### src/rtl/adc_hs_pkg.sv
package adc_hs_pkg;

    typedef enum logic [1:0] {
        SEQ_IDLE = 2'd0,
        SEQ_WR   = 2'd1,
        SEQ_WAIT = 2'd2,
        SEQ_RD   = 2'd3
    } seq_state_e;

endpackage

### src/rtl/adc_hs_sync.sv
module adc_hs_sync #(
    parameter int  STAGES  = 2,
    parameter logic RST_VAL = 1'b1
) (
    input  logic clk,
    input  logic rst_n,
    input  logic async_i,
    output logic sync_o
);

    logic [STAGES-1:0] chain_d, chain_q;

    always_comb begin
        chain_d = {chain_q[STAGES-2:0], async_i};
    end

    always_ff @(posedge clk or negedge rst_n) begin
        if (!rst_n) chain_q <= {STAGES{RST_VAL}};
        else        chain_q <= chain_d;
    end

    assign sync_o = chain_q[STAGES-1];

endmodule

### src/rtl/adc_hs_timer.sv
module adc_hs_timer #(
    parameter int W = 8
) (
    input  logic         clk,
    input  logic         rst_n,
    input  logic         clr_i,
    input  logic         en_i,
    output logic [W-1:0] cnt_o
);

    logic [W-1:0] cnt_d, cnt_q;

    always_comb begin
        cnt_d = cnt_q;
        if (clr_i)     cnt_d = '0;
        else if (en_i) cnt_d = cnt_q + W'(1);
    end

    always_ff @(posedge clk or negedge rst_n) begin
        if (!rst_n) cnt_q <= '0;
        else        cnt_q <= cnt_d;
    end

    assign cnt_o = cnt_q;

endmodule

### src/rtl/adc_hs_seq.sv
module adc_hs_seq
    import adc_hs_pkg::*;
#(
    parameter int DATA_W      = 8,
    parameter int WR_LOW_CYC  = 3,
    parameter int RD_LOW_CYC  = 2,
    parameter int TIMEOUT_CYC = 1000,
    parameter int SYNC_STAGES = 2
) (
    input  logic              clk,
    input  logic              rst_n,
    input  logic              start_i,
    input  logic              eoc_n_i,
    input  logic [DATA_W-1:0] bus_i,
    output logic              wr_n_o,
    output logic              rd_n_o,
    output logic              busy_o,
    output logic [DATA_W-1:0] sample_o,
    output logic              sample_vld_o,
    output logic              timeout_o
);

    localparam int MAX_PH  = (WR_LOW_CYC > RD_LOW_CYC) ? WR_LOW_CYC : RD_LOW_CYC;
    localparam int MAX_LIM = (TIMEOUT_CYC > MAX_PH) ? TIMEOUT_CYC : MAX_PH;
    localparam int CNT_W   = $clog2(MAX_LIM + 1);
    localparam logic [CNT_W-1:0] WR_LAST = CNT_W'(WR_LOW_CYC - 1);
    localparam logic [CNT_W-1:0] RD_LAST = CNT_W'(RD_LOW_CYC - 1);
    localparam logic [CNT_W-1:0] TO_LAST = CNT_W'(TIMEOUT_CYC - 1);

    typedef struct packed {
        seq_state_e        state;
        logic [DATA_W-1:0] sample;
        logic              vld;
        logic              err;
    } seq_regs_t;

    seq_regs_t        r_d, r_q;
    logic             eoc_n_s;
    logic             tmr_clr;
    logic [CNT_W-1:0] tmr_cnt;
    logic             in_txn;

    adc_hs_sync #(
        .STAGES  (SYNC_STAGES),
        .RST_VAL (1'b1)
    ) eoc_sync_i (
        .clk     (clk),
        .rst_n   (rst_n),
        .async_i (eoc_n_i),
        .sync_o  (eoc_n_s)
    );

    assign in_txn = (r_q.state != SEQ_IDLE);

    adc_hs_timer #(
        .W (CNT_W)
    ) phase_tmr_i (
        .clk   (clk),
        .rst_n (rst_n),
        .clr_i (tmr_clr),
        .en_i  (in_txn),
        .cnt_o (tmr_cnt)
    );

    always_comb begin
        r_d     = r_q;
        r_d.vld = 1'b0;
        r_d.err = 1'b0;
        tmr_clr = 1'b0;
        unique case (r_q.state)
            SEQ_IDLE: begin
                if (start_i) begin
                    r_d.state = SEQ_WR;
                    tmr_clr   = 1'b1;
                end
            end
            SEQ_WR: begin
                if (tmr_cnt == WR_LAST) begin
                    r_d.state = SEQ_WAIT;
                    tmr_clr   = 1'b1;
                end
            end
            SEQ_WAIT: begin
                if (!eoc_n_s) begin
                    r_d.state = SEQ_RD;
                    tmr_clr   = 1'b1;
                end else if (tmr_cnt == TO_LAST) begin
                    r_d.state = SEQ_IDLE;
                    r_d.err   = 1'b1;
                    tmr_clr   = 1'b1;
                end
            end
            SEQ_RD: begin
                if (tmr_cnt == RD_LAST) begin
                    r_d.state  = SEQ_IDLE;
                    r_d.sample = bus_i;
                    r_d.vld    = 1'b1;
                    tmr_clr    = 1'b1;
                end
            end
            default: r_d.state = SEQ_IDLE;
        endcase
    end

    always_ff @(posedge clk or negedge rst_n) begin
        if (!rst_n) begin
            r_q.state  <= SEQ_IDLE;
            r_q.sample <= '0;
            r_q.vld    <= 1'b0;
            r_q.err    <= 1'b0;
        end else begin
            r_q <= r_d;
        end
    end

    assign wr_n_o       = (r_q.state != SEQ_WR);
    assign rd_n_o       = (r_q.state != SEQ_RD);
    assign busy_o       = in_txn;
    assign sample_o     = r_q.sample;
    assign sample_vld_o = r_q.vld;
    assign timeout_o    = r_q.err;

endmodule

### config.mk
export PLATFORM = sky130hd
export DESIGN_NAME = adc_hs_seq
export DESIGN_NICKNAME = d
export VERILOG_FILES = /design/src/rtl/adc_hs_pkg.sv /design/src/rtl/adc_hs_sync.sv /design/src/rtl/adc_hs_timer.sv /design/src/rtl/adc_hs_seq.sv
export SDC_FILE = /design/constraint.sdc
export NUM_CORES = 1
export LEC_CHECK = 0
export CORE_ASPECT_RATIO = 0.75
export CORE_MARGIN = 10
export CORE_UTILIZATION = 50
export DETAILED_ROUTE_END_ITERATION = 10
export GPL_TIMING_DRIVEN = 0
export PLACE_DENSITY_LB_ADDON = 0.25
export SYNTH_ARGS = -nofsm -noshare
export SYNTH_HDL_FRONTEND = slang
export SYNTH_SLANG_ARGS = --single-unit
export TNS_END_PERCENT = 30
### constraint.sdc
create_clock -name clk -period 3.7 [get_ports clk]
set_input_delay 1.11 -clock clk [delete_from_list [all_inputs] [get_ports clk]]
set_output_delay 1.11 -clock clk [all_outputs]
set_load 0.005 [all_outputs]
==> flow_results.xml, run 1 <==
<?xml version="1.0" encoding="UTF-8"?>
<metrics>
  <group name="status">
    <metric name="outcome" unit="">completed</metric>
  </group>
  <group name="global_routing">
    <metric name="grt_max_degree" unit="">25</metric>
    <metric name="grt_antenna_before_repair" unit="">0</metric>
    <metric name="grt_pass1_wl" unit="µm">4643</metric>
    <metric name="global_route.overflow_total" unit="">0</metric>
    <metric name="first_global_vias" unit="">990</metric>
    <metric name="grt_use_total" unit="%">11.21</metric>
  </group>
  <group name="synth">
    <metric name="ys.warnings.count" unit="">0</metric>
    <metric name="post_synth_edffs" unit="">0</metric>
    <metric name="synthesized_area" unit="µm²">1324</metric>
    <metric name="ys.flop_type" unit="">sky130_fd_sc_hd__dfrtp_1</metric>
    <metric name="postSynthAreaPerCell" unit="µm²">10.42</metric>
    <metric name="synth_async_sr_flop_share" unit="%">100.0</metric>
    <metric name="synth_top_cell_area_share" unit="%">41.59</metric>
    <metric name="yosys_register_bits" unit="">24</metric>
    <metric name="netlist.top_cell.by_area" unit="">sky130_fd_sc_hd__dfrtp_1</metric>
    <metric name="seq_area_frac_synth" unit="%">45.56</metric>
    <metric name="yosysUniqueCellTypes" unit="">39</metric>
    <metric name="synth_nets" unit="">142</metric>
    <metric name="post_synth_inst_count" unit="">127</metric>
    <metric name="synthTopCellsByArea" unit="">sky130_fd_sc_hd__dfrtp_1 (42%), sky130_fd_sc_hd__mux2_2 (6.8%), sky130_fd_sc_hd__nand2_1 (5.4%)</metric>
  </group>
  <group name="drt">
    <metric name="first_iter_violations" unit="">53</metric>
    <metric name="routed_wl" unit="µm">2703</metric>
    <metric name="first_pass_iters" unit="">4</metric>
    <metric name="highest-signal-layer" unit="">met4</metric>
    <metric name="via_count" unit="">987</metric>
    <metric name="wl_met2" unit="µm">1318</metric>
    <metric name="m1WireLength" unit="µm">1181</metric>
    <metric name="post_drt_via_cell_ratio" unit="">5.168</metric>
    <metric name="met3_wirelength" unit="µm">187</metric>
    <metric name="ant_nets" unit="">0</metric>
    <metric name="drc_errors" unit="">0</metric>
    <metric name="wl_per_cell" unit="µm">14.15</metric>
  </group>
  <group name="sta">
    <metric name="fin_worst_skew" unit="ps">1.440</metric>
    <metric name="tightestPinTransition" unit="ps">1038</metric>
    <metric name="achievable-frequency" unit="MHz">369.1</metric>
    <metric name="final_min_period_over_clock_period" unit="%">73.22</metric>
    <metric name="setup-tns-final" unit="ps">0</metric>
    <metric name="rsz_0062_raised_after_global_routing" unit="">false</metric>
    <metric name="relSlewSlack" unit="%">30.61</metric>
    <metric name="finalHoldViolCount" unit="">0</metric>
    <metric name="min_period" unit="ps">2709</metric>
    <metric name="final-setup-viol-count" unit="">0</metric>
    <metric name="final_max_slew_viol_count" unit="">0</metric>
  </group>
  <group name="job">
    <metric name="maxCapViolCount" unit="">0</metric>
  </group>
  <group name="finish">
    <metric name="post_route_cells_drive_above_1_share" unit="%">24.52</metric>
    <metric name="num-fill-cells" unit="">234</metric>
    <metric name="insertedDiodeCount" unit="">0</metric>
    <metric name="multi_input_comb_area" unit="µm²">609.3</metric>
    <metric name="final_cell_mix" unit="">sky130_fd_sc_hd__clkdlybuf4s50_1 (24), sky130_fd_sc_hd__dfrtp_1 (22), sky130_fd_sc_hd__nand2_1 (19), sky130_fd_sc_hd__buf_4 (9)</metric>
    <metric name="finish.cell_count_without_fillers" unit="">191</metric>
    <metric name="layout_commonest_cell" unit="">sky130_fd_sc_hd__clkdlybuf4s50_1</metric>
    <metric name="area_growth_syn_to_layout" unit="%">23.54</metric>
    <metric name="final_net_count" unit="">171</metric>
    <metric name="final_util" unit="%">63.82</metric>
    <metric name="final-seq-area" unit="µm²">603.1</metric>
  </group>
  <group name="power">
    <metric name="total_power" unit="mW">1.077</metric>
    <metric name="power_density_over_cell_area" unit="nW/µm²">658.5</metric>
    <metric name="power.ir.vdd_worst" unit="mV">0.4162</metric>
    <metric name="leakagePower" unit="nW">0.6920</metric>
  </group>
  <group name="placement">
    <metric name="placed_cells_incl_taps" unit="">187</metric>
    <metric name="gp_congestion" unit="">0.7778</metric>
    <metric name="port_buffers" unit="">24</metric>
    <metric name="dpl.hpwl" unit="µm">2058</metric>
  </group>
  <group name="floorplanning">
    <metric name="coreArea" unit="µm²">2562</metric>
    <metric name="floorplan.die.width" unit="µm">79.42</metric>
    <metric name="floorplan.die.height" unit="µm">64.56</metric>
    <metric name="io_pins" unit="">25</metric>
    <metric name="area_enclosed_by_the_die_boundary" unit="µm²">5127</metric>
    <metric name="rows" unit="">16</metric>
    <metric name="initial_standard_cell_utilization_of_the_core" unit="%">51.66</metric>
  </group>
  <group name="cts">
    <metric name="clock_latency" unit="ps">310</metric>
    <metric name="clock-sinks" unit="">24</metric>
    <metric name="cts_htree_levels" unit="">1</metric>
    <metric name="cts.root.buffer_cell" unit="">sky130_fd_sc_hd__clkbuf_4</metric>
    <metric name="postCtsHoldBufs" unit="">0</metric>
    <metric name="numCtsBuffers" unit="">3</metric>
    <metric name="post_cts.resized_instances" unit="">0</metric>
    <metric name="cts_post_setup_buffers_inserted" unit="">0</metric>
    <metric name="cts.reportedPaths.clkPinSlew" unit="ps">120</metric>
    <metric name="tritoncts" unit="">yes</metric>
    <metric name="clock_path_buffers" unit="">2</metric>
  </group>
  <group name="worst_hold_path">
    <metric name="min-delay-start" unit="">eoc_sync_i.chain_q[0]$_DFF_PN1_</metric>
    <metric name="hold_path.class" unit="">reg -&gt; reg</metric>
    <metric name="min_delay_path_depth" unit="">0</metric>
    <metric name="min_to" unit="">eoc_sync_i.chain_q[1]$_DFF_PN1_</metric>
  </group>
  <group name="worst_setup_path">
    <metric name="crit_fanout" unit="">9</metric>
    <metric name="slowest_delay" unit="ps">450</metric>
    <metric name="timing_worst_setup_path_type" unit="">reg -&gt; out</metric>
    <metric name="worstReg2RegStart" unit="">phase_tmr_i.cnt_o[0]$_DFFE_PN0P_</metric>
    <metric name="ff2ff_setup_slack" unit="ps">1870</metric>
    <metric name="critical_path.reg2reg.endpoint" unit="">phase_tmr_i.cnt_o[3]$_DFFE_PN0P_</metric>
    <metric name="start_kind" unit="">flop</metric>
    <metric name="worst-path-buf-inv" unit="">2</metric>
    <metric name="worst_path_max_delay_cell" unit="">sky130_fd_sc_hd__clkdlybuf4s50_1</metric>
    <metric name="timing.critical_path.required" unit="ps">2590</metric>
    <metric name="crit_path_end_kind" unit="">output port</metric>
    <metric name="critical_path.top_delay_family" unit="">buffers and inverters</metric>
    <metric name="cp_cell_sequence" unit="">buf_4, or2_2, clkdlybuf4s50_1</metric>
    <metric name="timing.critical_path.arrival" unit="ps">1600</metric>
    <metric name="worst_r2r_path_depth" unit="">5</metric>
  </group>
</metrics>
## synth_stat cells (all sizes together), types with 3 or more instances
master and number:
ha 3, nor2 9, mux2 9, o211ai 4, dfrtp 22, nand2 19, inv 6, nor3 3
o22ai 3, and4 3, buf 10, nand4 3, o21ai 10
## layer usage
layer | up-vias | GRT usage [%]
li1 | 495 | -
met1 | 464 | 13.48
met2 | 26 | 17.58
met3 | 2 | 5.096
met4 | 0 | 3.348
met5 | - | 0
## metrics by stage
| step | hold slack (ps) | instance area [µm²] | setup WS (ps) |
|---|---|---|---|
| after floorplan | 345.2 | 1324 | 1811 |
| after global placement | 347.0 | 1609 | 1302 |
| after detailed placement | 347.3 | 1609 | 1278 |
| after CTS | 365.4 | 1635 | 977.1 |
| after global routing | 371.1 | 1635 | 915.6 |
| final | 365.4 | 1635 | 990.8 |
## state kept, by name, indices dropped and copies added (netlist names)
register,count
r_q,2
phase_tmr_i.cnt_o,10
sample_vld_o,1
eoc_sync_i.chain_q,2
timeout_o,1
sample_o,8
## worst register-to-register path: stages (launching register included)
cell,delay [ps]
sky130_fd_sc_hd__dfrtp_1,480
sky130_fd_sc_hd__ha_1,270
sky130_fd_sc_hd__and2_1,220
sky130_fd_sc_hd__a41oi_4,420
sky130_fd_sc_hd__nor2_2,150
sky130_fd_sc_hd__o211ai_1,210
## logic make-up after synthesis
family                     Yosys count  share of synthesized area, %
buffers and inverters               18                         8.412
xor gates and xnor gates             1                        0.6617
AOI/OAI and AO/OA                   24                         14.93
muxes                                9                         7.939
adders and majority gates            3                         2.836
and+or+nand+nor                     48                         19.66
DFF                                 24                         45.56
## how the worst max path moves through the flow
stage	cells after the start	start	end	slack, ps
5_1_grt	3	r_q[11]$_DFFE_PN0P_	busy_o	920
4_1_cts	3	r_q[11]$_DFFE_PN0P_	busy_o	980
3_5_place_dp	1	rst_n	sample_o[2]$_DFFE_PN0P_	1280
3_3_place_gp	1	rst_n	phase_tmr_i.cnt_o[2]$_DFFE_PN0P_	1300
6_report	3	r_q[11]$_DFFE_PN0P_	busy_o	990
2_1_floorplan	2	r_q[11]$_DFFE_PN0P_	busy_o	1810
## report_power, final
part	internal [mW]	total (mW)	switching (mW)
combinational	0.327	0.562	0.235
clock	0.0421	0.118	0.0760
sequential	0.341	0.397	0.0559
total	0.710	1.08	0.367
## layout make-up
class	count	share of cell area, %
buffer	12	5.432
clock buffer	4	1.607
inverter	6	1.377
multi-input combinational	85	37.26
sequential	24	36.88
tap	36	2.754
timing repair buffer	24	14.69
Note: power is estimated with default switching activity, not from simulation.
==> run 2: changes to the inputs <==
--- a/config.mk
+++ b/config.mk
@@ -7,7 +7,7 @@
 export LEC_CHECK = 0
 export CORE_ASPECT_RATIO = 0.75
 export CORE_MARGIN = 10
-export CORE_UTILIZATION = 50
+export CORE_UTILIZATION = 46
 export DETAILED_ROUTE_END_ITERATION = 10
 export GPL_TIMING_DRIVEN = 0
 export PLACE_DENSITY_LB_ADDON = 0.25
==> constraint.sdc (replaced) <==
create_clock -name clk -period 2.4 [get_ports clk]
set_input_delay 0.72 -clock clk [delete_from_list [all_inputs] [get_ports clk]]
set_output_delay 0.72 -clock clk [all_outputs]
set_load 0.005 [all_outputs]
==> run 2 against run 1 <==
  * Non-clock buffer count stayed put
  * Routed wire length is 1.4% lower
  * Count of clock-buffer cells in the layout stayed put
  * Register-to-register slack worse by 1300 ps
  * Sequential cell count stayed put
  * Sequential power is 54% higher
  * Core utilization is 2.2 points lower
  * Hold slack worse by 4.7 ps
  * Largest cell class unchanged
  * Highest routed layer unchanged
==> flow_results.xml, run 2 (synthesis gave the netlist of run 1 again) <==
<?xml version="1.0" encoding="UTF-8"?>
<metrics>
  <group name="worst_setup_path">
    <metric name="timing.critical_path.arrival" unit="ps">1520</metric>
    <metric name="timing_worst_setup_path_type" unit="">reg -&gt; out</metric>
    <metric name="ff2ff_setup_slack" unit="ps">590</metric>
    <metric name="start_kind" unit="">flop</metric>
    <metric name="crit_path_end_kind" unit="">output port</metric>
    <metric name="timing.critical_path.required" unit="ps">1680</metric>
    <metric name="crit_fanout" unit="">9</metric>
  </group>
  <group name="floorplanning">
    <metric name="initial_standard_cell_utilization_of_the_core" unit="%">49.35</metric>
    <metric name="rows" unit="">16</metric>
    <metric name="coreArea" unit="µm²">2683</metric>
    <metric name="io_pins" unit="">25</metric>
    <metric name="area_enclosed_by_the_die_boundary" unit="µm²">5446</metric>
    <metric name="floorplan.die.height" unit="µm">66.46</metric>
    <metric name="floorplan.die.width" unit="µm">81.95</metric>
  </group>
  <group name="drt">
    <metric name="drc_errors" unit="">0</metric>
    <metric name="routed_wl" unit="µm">2665</metric>
    <metric name="post_drt_via_cell_ratio" unit="">5.152</metric>
    <metric name="ant_nets" unit="">0</metric>
    <metric name="first_pass_iters" unit="">4</metric>
    <metric name="first_iter_violations" unit="">55</metric>
    <metric name="wl_per_cell" unit="µm">13.95</metric>
    <metric name="via_count" unit="">984</metric>
  </group>
  <group name="cts">
    <metric name="post_cts.resized_instances" unit="">0</metric>
    <metric name="clock_latency" unit="ps">260</metric>
    <metric name="cts.root.buffer_cell" unit="">sky130_fd_sc_hd__clkbuf_8</metric>
    <metric name="cts_post_setup_buffers_inserted" unit="">0</metric>
    <metric name="clock_path_buffers" unit="">2</metric>
    <metric name="numCtsBuffers" unit="">3</metric>
    <metric name="tritoncts" unit="">yes</metric>
    <metric name="clock-sinks" unit="">24</metric>
    <metric name="postCtsHoldBufs" unit="">0</metric>
    <metric name="cts.reportedPaths.clkPinSlew" unit="ps">80</metric>
    <metric name="cts_htree_levels" unit="">1</metric>
  </group>
  <group name="sta">
    <metric name="min_period" unit="ps">2245</metric>
    <metric name="final_min_period_over_clock_period" unit="%">93.53</metric>
    <metric name="final.setup.worst_slack" unit="ps">155.2</metric>
    <metric name="relSlewSlack" unit="%">29.73</metric>
    <metric name="final_max_slew_viol_count" unit="">0</metric>
    <metric name="finalHoldViolCount" unit="">0</metric>
    <metric name="tightestPinTransition" unit="ps">1051</metric>
    <metric name="final-setup-viol-count" unit="">0</metric>
    <metric name="setup-tns-final" unit="ps">0</metric>
    <metric name="fin_worst_skew" unit="ps">1.700</metric>
    <metric name="final.hold.worst_slack" unit="ps">360.7</metric>
    <metric name="rsz_0062_raised_after_global_routing" unit="">false</metric>
    <metric name="achievable-frequency" unit="MHz">445.5</metric>
  </group>
  <group name="global_routing">
    <metric name="grt_use_met3" unit="%">4.290</metric>
    <metric name="grt_met1_use" unit="%">13.58</metric>
    <metric name="global_route.overflow_total" unit="">0</metric>
    <metric name="globalRouteMet2Util" unit="%">17.77</metric>
    <metric name="grt_use_total" unit="%">11.03</metric>
    <metric name="grt_pass1_wl" unit="µm">4761</metric>
    <metric name="grt_antenna_before_repair" unit="">0</metric>
    <metric name="first_global_vias" unit="">1033</metric>
    <metric name="grt_max_degree" unit="">25</metric>
    <metric name="busiest_layer" unit="">met2</metric>
  </group>
  <group name="finish">
    <metric name="post_route_cells_drive_above_1_share" unit="%">24.52</metric>
    <metric name="final_net_count" unit="">171</metric>
    <metric name="layout_commonest_cell" unit="">sky130_fd_sc_hd__clkdlybuf4s50_1</metric>
    <metric name="area_growth_syn_to_layout" unit="%">24.95</metric>
    <metric name="final_cell_mix" unit="">sky130_fd_sc_hd__clkdlybuf4s50_1 (24), sky130_fd_sc_hd__dfrtp_1 (22), sky130_fd_sc_hd__nand2_1 (19), sky130_fd_sc_hd__buf_4 (9)</metric>
    <metric name="max_ffs_per_register" unit="">10</metric>
    <metric name="insertedDiodeCount" unit="">0</metric>
    <metric name="multi_input_comb_area" unit="µm²">609.3</metric>
    <metric name="final_util" unit="%">61.66</metric>
    <metric name="final-seq-area" unit="µm²">603.1</metric>
    <metric name="post-route-cell-area" unit="µm²">1654</metric>
    <metric name="finish.cell_count_without_fillers" unit="">191</metric>
    <metric name="num-fill-cells" unit="">238</metric>
  </group>
  <group name="power">
    <metric name="power.ir.vdd_worst" unit="mV">0.5838</metric>
    <metric name="leakagePower" unit="nW">0.6998</metric>
    <metric name="power_density_over_cell_area" unit="nW/µm²">1037</metric>
    <metric name="total_power" unit="mW">1.715</metric>
  </group>
  <group name="job">
    <metric name="maxCapViolCount" unit="">0</metric>
  </group>
  <group name="placement">
    <metric name="detailed_place.area" unit="µm²">1609</metric>
    <metric name="pre_cts_slack" unit="ps">335.9</metric>
    <metric name="dpl.hpwl" unit="µm">2079</metric>
    <metric name="gp_congestion" unit="">0.7892</metric>
    <metric name="port_buffers" unit="">24</metric>
    <metric name="placed_cells_incl_taps" unit="">187</metric>
  </group>
  <group name="status">
    <metric name="outcome" unit="">completed</metric>
  </group>
  <group name="worst_hold_path">
    <metric name="hold_path.class" unit="">reg -&gt; reg</metric>
  </group>
</metrics>
[run 2: cell counts in the layout (fill, tap and decap cells not counted)]
Identical to the previous run, type by type.
[run 2: final cells by class]
cell class	instances	area share [%]
Buffer	12	5.371
Inverter	6	1.362
Timing Repair Buffer	24	14.52
Clock buffer	4	2.723
Tap cell	36	2.723
Sequential cell	24	36.46
Multi-Input combinational cell	85	36.84
[run 2: path summary, 6_finish.rpt]
check,startpoint,end,cells after the start
worst max register to register,phase_tmr_i.cnt_o[0]$_DFFE_PN0P_,phase_tmr_i.cnt_o[4]$_DFFE_PN0P_,5
worst min-delay path,eoc_sync_i.chain_q[0]$_DFF_PN1_,eoc_sync_i.chain_q[1]$_DFF_PN1_,0
min in group asynchronous,rst_n,timeout_o$_DFF_PN0_,1
max in group asynchronous,rst_n,sample_o[3]$_DFFE_PN0P_,1
worst max-delay path,r_q[11]$_DFFE_PN0P_,busy_o,3
worst min register to register,eoc_sync_i.chain_q[0]$_DFF_PN1_,eoc_sync_i.chain_q[1]$_DFF_PN1_,0
[run 2: worst max-delay path, cell delays in order, from the launching register on]
cell and delay (ps):
sky130_fd_sc_hd__dfrtp_1 360, sky130_fd_sc_hd__buf_4 160, sky130_fd_sc_hd__or2_2 290, sky130_fd_sc_hd__clkdlybuf4s50_1 450
[run 2: metal layers]
layer | routed length [µm] | vias up
met5 | 0 | -
met4 | 17 | 0
met3 | 210 | 2
met2 | 1259 | 23
met1 | 1178 | 467
li1 | - | 492
[run 2: power by group]
group | internal (mW) | total, mW | switching [mW]
Sequential | 0.526 | 0.610 | 0.0841
Combinational | 0.505 | 0.870 | 0.365
Clock | 0.118 | 0.235 | 0.117
==> run 3: changes to the inputs <==
--- a/config.mk
+++ b/config.mk
@@ -5,9 +5,10 @@
 export SDC_FILE = /design/constraint.sdc
 export NUM_CORES = 1
 export LEC_CHECK = 0
+export ABC_CLOCK_PERIOD_IN_PS = 1870
 export CORE_ASPECT_RATIO = 0.75
 export CORE_MARGIN = 10
-export CORE_UTILIZATION = 46
+export CORE_UTILIZATION = 45
 export DETAILED_ROUTE_END_ITERATION = 10
 export GPL_TIMING_DRIVEN = 0
 export PLACE_DENSITY_LB_ADDON = 0.25
==> constraint.sdc (replaced) <==
create_clock -name clk -period 1.87 [get_ports clk]
set_input_delay 0.561 -clock clk [delete_from_list [all_inputs] [get_ports clk]]
set_output_delay 0.561 -clock clk [all_outputs]
set_load 0.005 [all_outputs]
==> run 3 against run 2 <==
  * Total power rose by 32%
  * Sequential share of layout area is 0.76 points lower
  * Largest cell class unchanged
  * Cell area up 2.1%
  * Largest power group unchanged
  * Critical endpoint is now sample_o[7]
  * Clock power is 48% higher
==> flow_results.xml, run 3 (synthesis gave the netlist of run 1 again) <==
<?xml version="1.0" encoding="UTF-8"?>
<metrics>
  <group name="finish">
    <metric name="insertedDiodeCount" unit="">0</metric>
    <metric name="finish.cell_count_without_fillers" unit="">193</metric>
    <metric name="final_util" unit="%">62.50</metric>
    <metric name="max_ffs_per_register" unit="">10</metric>
    <metric name="final_cell_mix" unit="">sky130_fd_sc_hd__dfrtp_1 (22), sky130_fd_sc_hd__clkdlybuf4s50_1 (21), sky130_fd_sc_hd__nand2_1 (19), sky130_fd_sc_hd__buf_4 (9)</metric>
    <metric name="layout_commonest_cell" unit="">sky130_fd_sc_hd__dfrtp_1</metric>
    <metric name="num-fill-cells" unit="">225</metric>
    <metric name="post_route_cells_drive_above_1_share" unit="%">26.75</metric>
    <metric name="area_growth_syn_to_layout" unit="%">27.60</metric>
    <metric name="final_net_count" unit="">173</metric>
  </group>
  <group name="floorplanning">
    <metric name="io_pins" unit="">25</metric>
    <metric name="area_enclosed_by_the_die_boundary" unit="µm²">5534</metric>
    <metric name="rows" unit="">16</metric>
    <metric name="floorplan.die.height" unit="µm">66.97</metric>
    <metric name="floorplan.die.width" unit="µm">82.63</metric>
    <metric name="initial_standard_cell_utilization_of_the_core" unit="%">48.98</metric>
    <metric name="coreArea" unit="µm²">2703</metric>
  </group>
  <group name="drt">
    <metric name="first_iter_violations" unit="">99</metric>
    <metric name="highest-signal-layer" unit="">met4</metric>
    <metric name="drc_errors" unit="">0</metric>
    <metric name="first_pass_iters" unit="">4</metric>
    <metric name="wl_per_cell" unit="µm">14.73</metric>
    <metric name="m1WireLength" unit="µm">1232</metric>
    <metric name="via_count" unit="">1037</metric>
    <metric name="wl_met2" unit="µm">1388</metric>
    <metric name="post_drt_via_cell_ratio" unit="">5.373</metric>
    <metric name="met3_wirelength" unit="µm">208</metric>
    <metric name="routed_wl" unit="µm">2843</metric>
    <metric name="ant_nets" unit="">0</metric>
  </group>
  <group name="worst_hold_path">
    <metric name="hold_path.class" unit="">reg -&gt; reg</metric>
  </group>
  <group name="worst_setup_path">
    <metric name="cp_cell_sequence" unit="">buf_4, clkdlybuf4s50_1</metric>
    <metric name="timing_worst_setup_path_type" unit="">reg -&gt; out</metric>
    <metric name="worst_path_max_delay_cell" unit="">sky130_fd_sc_hd__clkdlybuf4s50_1</metric>
    <metric name="critical_path.top_delay_family" unit="">buffers and inverters</metric>
    <metric name="timing.critical_path.arrival" unit="ps">1220</metric>
    <metric name="crit_path_end_kind" unit="">output port</metric>
    <metric name="slowest_delay" unit="ps">440</metric>
    <metric name="timing.critical_path.required" unit="ps">1310</metric>
    <metric name="worst-path-buf-inv" unit="">2</metric>
    <metric name="start_kind" unit="">flop</metric>
    <metric name="crit_fanout" unit="">2</metric>
  </group>
  <group name="sta">
    <metric name="final-setup-viol-count" unit="">0</metric>
    <metric name="final.hold.worst_slack" unit="ps">359.6</metric>
    <metric name="tightestPinTransition" unit="ps">1042</metric>
    <metric name="achievable-frequency" unit="MHz">560.2</metric>
    <metric name="fin_worst_skew" unit="ps">5.755</metric>
    <metric name="rsz_0062_raised_after_global_routing" unit="">false</metric>
    <metric name="min_period" unit="ps">1785</metric>
    <metric name="final_max_slew_viol_count" unit="">0</metric>
    <metric name="final.setup.worst_slack" unit="ps">85.06</metric>
    <metric name="final_min_period_over_clock_period" unit="%">95.45</metric>
    <metric name="relSlewSlack" unit="%">30.33</metric>
    <metric name="finalHoldViolCount" unit="">0</metric>
  </group>
  <group name="cts">
    <metric name="clock-sinks" unit="">24</metric>
    <metric name="numCtsBuffers" unit="">3</metric>
    <metric name="tritoncts" unit="">yes</metric>
    <metric name="cts_htree_levels" unit="">1</metric>
    <metric name="cts.root.buffer_cell" unit="">sky130_fd_sc_hd__clkbuf_8</metric>
    <metric name="clock_path_buffers" unit="">2</metric>
    <metric name="clock_latency" unit="ps">260</metric>
    <metric name="cts.reportedPaths.clkPinSlew" unit="ps">80</metric>
    <metric name="postCtsHoldBufs" unit="">0</metric>
  </group>
  <group name="placement">
    <metric name="port_buffers" unit="">24</metric>
    <metric name="gp_congestion" unit="">0.7753</metric>
    <metric name="placed_cells_incl_taps" unit="">187</metric>
    <metric name="dpl.hpwl" unit="µm">2067</metric>
    <metric name="pre_cts_slack" unit="ps">-35.02</metric>
  </group>
  <group name="global_routing">
    <metric name="grt_pass1_wl" unit="µm">4629</metric>
    <metric name="grt_use_total" unit="%">10.69</metric>
    <metric name="grt_max_degree" unit="">25</metric>
    <metric name="first_global_vias" unit="">982</metric>
    <metric name="global_route.overflow_total" unit="">0</metric>
    <metric name="grt_antenna_before_repair" unit="">0</metric>
  </group>
  <group name="job">
    <metric name="maxCapViolCount" unit="">0</metric>
  </group>
  <group name="power">
    <metric name="total_power" unit="mW">2.260</metric>
    <metric name="leakagePower" unit="nW">0.7205</metric>
    <metric name="power.ir.vdd_worst" unit="mV">0.8353</metric>
    <metric name="power_density_over_cell_area" unit="nW/µm²">1338</metric>
  </group>
  <group name="status">
    <metric name="outcome" unit="">completed</metric>
  </group>
</metrics>
-- run 3: cell count changes in the layout (fill, tap and decap cells not counted), sizes merged --
cell           change
buf                +2
clkbuf             +1
clkdlybuf4s15      +1
clkdlybuf4s50      -3
dlygate4sd2        +1
-- run 3: through the flow --
stage	cell area (µm²)	setup TNS, ps
2_1_floorplan	1324	0
3_3_place_gp	1609	0
3_5_place_dp	1609	-749.8
4_1_cts	1665	0
5_1_grt	1689	0
6_report	1689	0
-- run 3: power breakdown --
part | switching, mW | internal (mW) | leakage, nW
registers | 0.118 | 0.675 | 0.302
clock network | 0.160 | 0.188 | 0.0288
logic | 0.470 | 0.648 | 0.390
-- run 3: layout make-up --
class	instances	area [µm²]	share of cell area (%)
Buffer	12	92.59	5.481
Clock buffer	4	55.05	3.259
Tap cell	36	45.04	2.667
Timing Repair Buffer	26	261.5	15.48
Sequential cell	24	603.1	35.70
Multi-Input combinational cell	85	609.3	36.07
Inverter	6	22.52	1.333
-- run 3: path summary, 6_finish.rpt --
check,start,endpoint,slack [ps],cells after the start
min in group asynchronous,rst_n,phase_tmr_i.cnt_o[7]$_DFFE_PN0P_,860,1
worst min register to register,eoc_sync_i.chain_q[0]$_DFF_PN1_,eoc_sync_i.chain_q[1]$_DFF_PN1_,360,0
worst max register to register,phase_tmr_i.cnt_o[0]$_DFFE_PN0P_,r_q[11]$_DFFE_PN0P_,140,6
worst min-delay path,eoc_sync_i.chain_q[0]$_DFF_PN1_,eoc_sync_i.chain_q[1]$_DFF_PN1_,360,0
max in group asynchronous,rst_n,sample_o[3]$_DFFE_PN0P_,380,1
worst max-delay path,sample_o[7]$_DFFE_PN0P_,sample_o[7],90,2
-- run 3: routing by layer --
metal | up-vias | GRT usage (%)
li1 | 498 | -
met1 | 507 | 13.32
met2 | 30 | 16.96
met3 | 2 | 4.558
met4 | 0 | 1.875
met5 | - | 0
-- run 3: repair_timing --
item | 4_1_cts | 5_1_grt
setup endpoints to repair | 3 | 9
resized for setup | 5 | 2
pin swaps | 0 | 1
buffers inserted | 0 | 2
